==> config.mk <==
export PLATFORM = sky130hd
export DESIGN_NAME = nupc_phase_gen
export DESIGN_NICKNAME = d
export VERILOG_FILES = /design/src/rtl/nupc_pkg.sv /design/src/rtl/nupc_frame_seq.sv /design/src/rtl/nupc_branch_gate.sv /design/src/rtl/nupc_phase_gen.sv
export SDC_FILE = /design/constraint.sdc
export NUM_CORES = 1
export LEC_CHECK = 0
export CAP_MARGIN = 20
export CORE_MARGIN = 3
export CORE_UTILIZATION = 58
export CTS_BUF_LIST = sky130_fd_sc_hd__clkbuf_2
export DETAILED_ROUTE_END_ITERATION = 8
export PLACE_DENSITY = 0.87
export SKIP_CTS_REPAIR_TIMING = 1
export SLEW_MARGIN = 10
export SYNTH_ARGS = -nofsm -noshare
export SYNTH_HDL_FRONTEND = slang
export SYNTH_SLANG_ARGS = --single-unit
export TNS_END_PERCENT = 10
==> constraint.sdc <==
create_clock -name clk -period 12 [get_ports clk]
set_clock_uncertainty 0.05 [all_clocks]
set_input_delay 1.8 -clock clk [delete_from_list [all_inputs] [get_ports clk]]
set_output_delay 1.8 -clock clk [all_outputs]
set_load 0.01 [all_outputs]
==> src/rtl/nupc_pkg.sv <==
package nupc_pkg;
  // Four fast cycles per master period; the order is what guarantees non-overlap
  typedef enum logic [1:0] {
    SUB_PH1   = 2'd0,
    SUB_GAP_A = 2'd1,
    SUB_PH2   = 2'd2,
    SUB_GAP_B = 2'd3
  } sub_e;

  function automatic sub_e sub_advance(input sub_e cur);
    case (cur)
      SUB_PH1:   return SUB_GAP_A;
      SUB_GAP_A: return SUB_PH2;
      SUB_PH2:   return SUB_GAP_B;
      default:   return SUB_PH1;
    endcase
  endfunction
endpackage

==> src/rtl/nupc_frame_seq.sv <==
module nupc_frame_seq
  import nupc_pkg::*;
#(
  parameter int CNT_W = 6
) (
  input  logic             clk,
  input  logic             rst_n,
  input  logic [CNT_W-1:0] frame_len,
  output logic             boundary,
  output sub_e             sub_nx,
  output logic [CNT_W-1:0] slot_nx,
  output logic [CNT_W-1:0] m_nx,
  output logic [CNT_W-1:0] m_cur,
  output logic             frame_start
);
  localparam logic [CNT_W-1:0] ONE = CNT_W'(1);

  logic             run_q;
  sub_e             sub_q;
  logic [CNT_W-1:0] slot_q;
  logic [CNT_W-1:0] m_q;

  always_comb begin
    boundary = !run_q || (sub_q == SUB_GAP_B && slot_q >= m_q);
    sub_nx   = boundary ? SUB_PH1 : sub_advance(sub_q);
    m_nx     = boundary ? ((frame_len == '0) ? ONE : frame_len) : m_q;
    if (boundary)
      slot_nx = ONE;
    else if (sub_q == SUB_GAP_B)
      slot_nx = slot_q + ONE;
    else
      slot_nx = slot_q;
  end

  always_ff @(posedge clk or negedge rst_n) begin
    if (!rst_n) begin
      run_q       <= 1'b0;
      sub_q       <= SUB_GAP_B;
      slot_q      <= '0;
      m_q         <= ONE;
      frame_start <= 1'b0;
    end else begin
      run_q       <= 1'b1;
      sub_q       <= sub_nx;
      slot_q      <= slot_nx;
      m_q         <= m_nx;
      frame_start <= boundary;
    end
  end

  assign m_cur = m_q;

  // the slot index stays within the frame it belongs to
  assert_slot_range_R1: assert property (@(posedge clk) disable iff (!rst_n)
    run_q |-> (slot_q >= ONE && slot_q <= m_q));

  // the frame length only moves at a boundary
  assert_len_hold_R6: assert property (@(posedge clk) disable iff (!rst_n)
    (run_q && !boundary) |=> $stable(m_q));

  // the strobe lasts one cycle
  assert_strobe_single_R8: assert property (@(posedge clk) disable iff (!rst_n)
    frame_start |=> !frame_start);
endmodule

==> src/rtl/nupc_branch_gate.sv <==
module nupc_branch_gate
  import nupc_pkg::*;
#(
  parameter int CNT_W = 6
) (
  input  logic             clk,
  input  logic             rst_n,
  input  logic             boundary,
  input  sub_e             sub_nx,
  input  logic [CNT_W-1:0] slot_nx,
  input  logic [CNT_W-1:0] m_nx,
  input  logic [CNT_W-1:0] m_cur,
  input  logic [CNT_W-1:0] cnt_raw,
  output logic             ph1,
  output logic             ph2,
  output logic             clamp_flag
);
  localparam logic [CNT_W-1:0] ONE = CNT_W'(1);

  logic [CNT_W-1:0] p_q, p_nx, cnt_fix;
  logic             over, act;

  always_comb begin
    over    = (cnt_raw == '0) || (cnt_raw > m_nx);
    cnt_fix = (cnt_raw == '0) ? ONE : ((cnt_raw > m_nx) ? m_nx : cnt_raw);
    p_nx    = boundary ? cnt_fix : p_q;
    act     = (slot_nx <= p_nx);
  end

  always_ff @(posedge clk or negedge rst_n) begin
    if (!rst_n) begin
      p_q        <= ONE;
      ph1        <= 1'b0;
      ph2        <= 1'b0;
      clamp_flag <= 1'b0;
    end else begin
      p_q        <= p_nx;
      ph1        <= act && (sub_nx == SUB_PH1);
      ph2        <= act && (sub_nx == SUB_PH2);
      if (boundary)
        clamp_flag <= over;
    end
  end

  // the two phases of this branch never coincide
  assert_no_overlap_R4: assert property (@(posedge clk) disable iff (!rst_n)
    !(ph1 && ph2));

  // a phase 1 pulse is followed by a dead cycle, then phase 2
  assert_dead_gap_R3: assert property (@(posedge clk) disable iff (!rst_n)
    ph1 |=> (!ph1 && !ph2));
  assert_pair_follow_R2: assert property (@(posedge clk) disable iff (!rst_n)
    ph1 |-> ##2 ph2);

  // the latched count is always legal for the running frame
  assert_count_legal_R7: assert property (@(posedge clk) disable iff (!rst_n)
    (p_q >= ONE && p_q <= m_cur));

  // the count only moves at a boundary
  assert_count_hold_R6: assert property (@(posedge clk) disable iff (!rst_n)
    !boundary |=> $stable(p_q));
endmodule

==> src/rtl/nupc_phase_gen.sv <==
module nupc_phase_gen
  import nupc_pkg::*;
#(
  parameter int N_BR  = 4,
  parameter int CNT_W = 6
) (
  input  logic                    clk,
  input  logic                    rst_n,
  input  logic [CNT_W-1:0]        frame_len,
  input  logic [N_BR*CNT_W-1:0]   pulse_cnt,
  output logic [N_BR-1:0]         br_ph1,
  output logic [N_BR-1:0]         br_ph2,
  output logic                    fix_ph1,
  output logic                    fix_ph2,
  output logic                    frame_start,
  output logic [N_BR-1:0]         clamp_flag
);
  logic             boundary;
  sub_e             sub_nx;
  logic [CNT_W-1:0] slot_nx, m_nx, m_cur;

  nupc_frame_seq #(.CNT_W(CNT_W)) u_seq (
    .clk         (clk),
    .rst_n       (rst_n),
    .frame_len   (frame_len),
    .boundary    (boundary),
    .sub_nx      (sub_nx),
    .slot_nx     (slot_nx),
    .m_nx        (m_nx),
    .m_cur       (m_cur),
    .frame_start (frame_start)
  );

  for (genvar gi = 0; gi < N_BR; gi++) begin : g_br
    nupc_branch_gate #(.CNT_W(CNT_W)) u_gate (
      .clk        (clk),
      .rst_n      (rst_n),
      .boundary   (boundary),
      .sub_nx     (sub_nx),
      .slot_nx    (slot_nx),
      .m_nx       (m_nx),
      .m_cur      (m_cur),
      .cnt_raw    (pulse_cnt[gi*CNT_W +: CNT_W]),
      .ph1        (br_ph1[gi]),
      .ph2        (br_ph2[gi]),
      .clamp_flag (clamp_flag[gi])
    );
  end

  // Always-active pair: one pulse per phase in every slot
  always_ff @(posedge clk or negedge rst_n) begin
    if (!rst_n) begin
      fix_ph1 <= 1'b0;
      fix_ph2 <= 1'b0;
    end else begin
      fix_ph1 <= (sub_nx == SUB_PH1);
      fix_ph2 <= (sub_nx == SUB_PH2);
    end
  end

  // every phase 1 pulse of the shared pair is followed by phase 2
  assert_fix_follow_R5: assert property (@(posedge clk) disable iff (!rst_n)
    fix_ph1 |-> ##2 fix_ph2);

  // shared pair never overlaps
  assert_fix_no_overlap_R4: assert property (@(posedge clk) disable iff (!rst_n)
    !(fix_ph1 && fix_ph2));

  // the strobe coincides with a phase 1 pulse of the shared pair
  assert_strobe_on_ph1_R8: assert property (@(posedge clk) disable iff (!rst_n)
    frame_start |-> fix_ph1);
endmodule

==> metrics.txt <==
leading area contributor after synthesis dfrtp_1; Peak supply drop 0.0525 mV; antenna viol nets, final 0; average vias per placed instance between 6 and 7; synthesized area per cell slightly above 9 um^2; Top Usage Layer GRT met2; Overflow after GRT 0; Critical Path Fanout Max 10; number of antenna violations at the first check in global routing 0; post-synthesis instance total 446; startpoint type of the worst setup path primary input; Crit path buffers/inverters 2; antenna cell count 0; Reg clk slew, reported paths just under 0.3 ns; Worst path slowest cell clkdlybuf4s50_1; initial cell density of the core 0.603; Worst setup EP type flip-flop; setup repair after global routing missed its margin false; Setup Slack @ Placement 5.35 ns; Detailed Routing Iterations Pass 1 5; number of pins with negative max-slew slack in the final report 0; height of the die a little over 90 um; kind of cell adding the most delay to the critical path compound AO/OA/AOI/OAI gates; Most used DFF post-synth dfrtp_1; Final Wtd Congestion between 0.8 and 0.9; syn nets between 500 and 600; clock latency at the later pin of the worst-skew pair roughly 0.46 ns; final-layout setup total negative slack 0 ns; Total Routing Usage GR 0.261; number of distinct library cells after synthesis 58; largest cells by area after synthesis dfrtp_1 28%, ha_1 14%, dfstp_2 4.4%; final cycle utilization of the critical path 0.519; stage delay of the slowest cell on the critical path roughly 0.68 ns; total of flip-flops plus latches after synthesis between 50 and 60; area overhead of the layout relative to synthesis 9.99%; Tmin final approximately 6.2 ns; area fraction in and, or, nand and nor cells after synthesis 0.155; top-count cell post-synth dfrtp_1; maximum clock frequency between 0.15 and 0.2 GHz; Slew Limit Headroom 0.455; actual slew at the worst max-slew pin a little over 0.8 ns; number of endpoints failing setup at the final stage 0; main combinational cell family by area after synthesis compound AO/OA/AOI/OAI gates; count of unresolved DRC violations after routing 0; number of H-tree levels 2; wire length per cell 18.7 um; met3 track demand over resource 0.0442; Setup Crit Path Kind primary input to flip-flop; Post-synth EDFFs 0; number of buffers created by CTS 5; Final Hold Vio Count 0; post-route cell area around 4600 um^2; fraction of synthesized cell area in xor and xnor cells 0.0338; post-synthesis async set-or-reset flop share 1.00; cell area after placement approximately 4500 um^2; Global Route met2 Usage 0.420; number of global-route vias before repair approximately 3500; global routing met1 resource utilization 0.354; compound-cell area share of the yosys netlist 0.214; worst path required time between 10 and 15 ns; final wirelength between 10 and 15 mm; Yosys Warn Count 0; Crit path top cell by count nor2_1; I/O pin count 47; area of the core between 6000 and 7000 um^2; post-synth design cell area between 4000 and 5000 um^2; total number of clock tree sinks 54; maximum number of pins on one net before global-route repair 64; final worst slack 5.77 ns; post-synthesis adder-cell area fraction 0.142; count of standard-cell rows 30; Final nets around 550; part of the Yosys area used for sequential elements 0.328; arrival time reported for the critical path endpoint approximately 6.6 ns; sum of net half-perimeters after detailed placement a little under 8 mm; Total Die Area slightly above 8000 um^2; area share of the largest cell type after synthesis 0.284; cell types with the highest counts after synthesis 47 x dfrtp_1, 46 x ha_1, 40 x nor2_1, 33 x nand2_1, 32 x inv_1; CTS tree yes; die span in x slightly above 90 um; CP Cell Sequence clkdlybuf4s50_1 > nor2_1 > a41o_1 > nor2_1 > nor2_1 > ha_1 > inv_1 > a21oi_1 > nor4_2 > o32ai_2 > and2_1 > a221oi_1 > ha_1 > nor2b_1 > o21a_1 > o21a_1 > o21ai_0 > nand2b_1 > a21oi_1 > a31oi_1 > nor2_1; first-pass GRT wire length ~17 mm; Hold/Removal Path Class flip-flop to flip-flop; share of final-layout standard cells stronger than drive strength 1 0.0748; max-cap viol count 0; number of port buffers 46; Power Dens Cells around 120 nW/um^2; initial DRC count roughly 390; final hold slack approximately 0.47 ns; status complete, no violations; root cell of the clock tree clkbuf_2; share of cell area taken by muxes after synthesis 0.0423; maximum clock insertion buffer count 2; vias post-DR 3615; final core area utilization 0.664; P_leak about 2.1 nW
## layout make-up
cell class              instances  area (um^2)
well taps                      96          120
clock buffers                   5         25.0
repair buffers                 48          470
flip-flops and latches         54         1360
fillers                       556         2310
inverters                      33          129
multi-input cells             325         2430
clock inverters                 3         20.0
## registers in the layout (all words and copies together), names as in the netlist
signal / flops
g_br.u_gate.p_q: 24
u_seq.m_cur: 6
u_seq.slot_q: 6
g_br.u_gate.clamp_flag: 4
g_br.u_gate.ph1: 4
g_br.u_gate.ph2: 4
u_seq.sub_q: 2
fix_ph1: 1
fix_ph2: 1
u_seq.frame_start: 1
u_seq.run_q: 1
## per-stage QoR
stage / std cells / power, mW
after floorplan: 446 / 0.395
after global placement: 556 / 0.450
after detailed placement: 556 / 0.461
after CTS: 564 / 0.538
after global routing: 564 / 0.570
final: 564 / 0.536
## path summary, 6_finish.rpt
kind	from	endpoint	slack [ns]	depth (start not counted)
min	g_br[3].u_gate.p_q[5]$_DFF_PN0_	g_br[3].u_gate.p_q[5]$_DFF_PN0_	0.47	2
min in group asynchronous	rst_n	u_seq.slot_q[2]$_DFF_PN0_	1.36	2
max reg2reg	u_seq.m_cur[3]$_DFF_PN0_	g_br[1].u_gate.ph1$_DFF_PN0_	6.26	22
min reg2reg	g_br[3].u_gate.p_q[5]$_DFF_PN0_	g_br[3].u_gate.p_q[5]$_DFF_PN0_	0.47	2
max	frame_len[2]	g_br[1].u_gate.ph1$_DFF_PN0_	5.77	21
max in group asynchronous	rst_n	u_seq.slot_q[3]$_DFF_PN0_	10.10	2
## worst register-to-register path: stages (launching register included)
cell,delay [ns]
dfrtp_1,0.55
inv_1,0.15
ha_1,0.32
a21oi_1,0.15
o221a_2,0.22
o21a_2,0.12
buf_4,0.53
inv_6,0.28
a21boi_2,0.48
o21ai_0,0.26
or3_1,0.42
o32ai_2,0.33
and2_1,0.42
a221oi_1,0.14
ha_1,0.31
nor2b_1,0.13
o21a_1,0.17
o21a_1,0.17
o21ai_0,0.15
nand2b_1,0.08
a21oi_1,0.13
a31oi_1,0.07
nor2_1,0.10
## cell families after synthesis
logic type,Yosys count
AO/OA/AOI/OAI,115
adder cells (fa/ha/maj),47
AND/OR/NAND/NOR,130
multiplexers,16
buffers and inverters,67
flip-flops,54
XOR/XNOR,16
other,1
## cells in the final DEF, fill, tap and decap left out, types with 10 or more instances in the layout
cell             instances
a21oi_1                 23
a221o_1                 15
a221oi_1                15
and3_1                  10
clkdlybuf4s50_1         45
dfrtp_1                 47
ha_1                    46
inv_1                   32
mux2i_1                 13
nand2_1                 33
nor2_1                  40
o21a_1                  13
o21ai_0                 12
xnor2_1                 13
## where the power goes
| group | internal [mW] | leakage (nW) | switching, mW |
|---|---|---|---|
| Combinational | 0.107 | 1.40 | 0.119 |
| Sequential | 0.218 | 0.651 | 0.0156 |
| Clock | 0.0145 | 0.0270 | 0.0621 |
| Total | 0.339 | 2.08 | 0.197 |
## per-layer routing
layer	vias up	wire length, um	part of all wire
met1	1739	4410	0.42
met3	26	907	0.086
met2	193	5030	0.48
met5	-	0	0
met4	0	223	0.021
li1	1657	-	-
No activity file was read; power rests on OpenSTA's default activity.
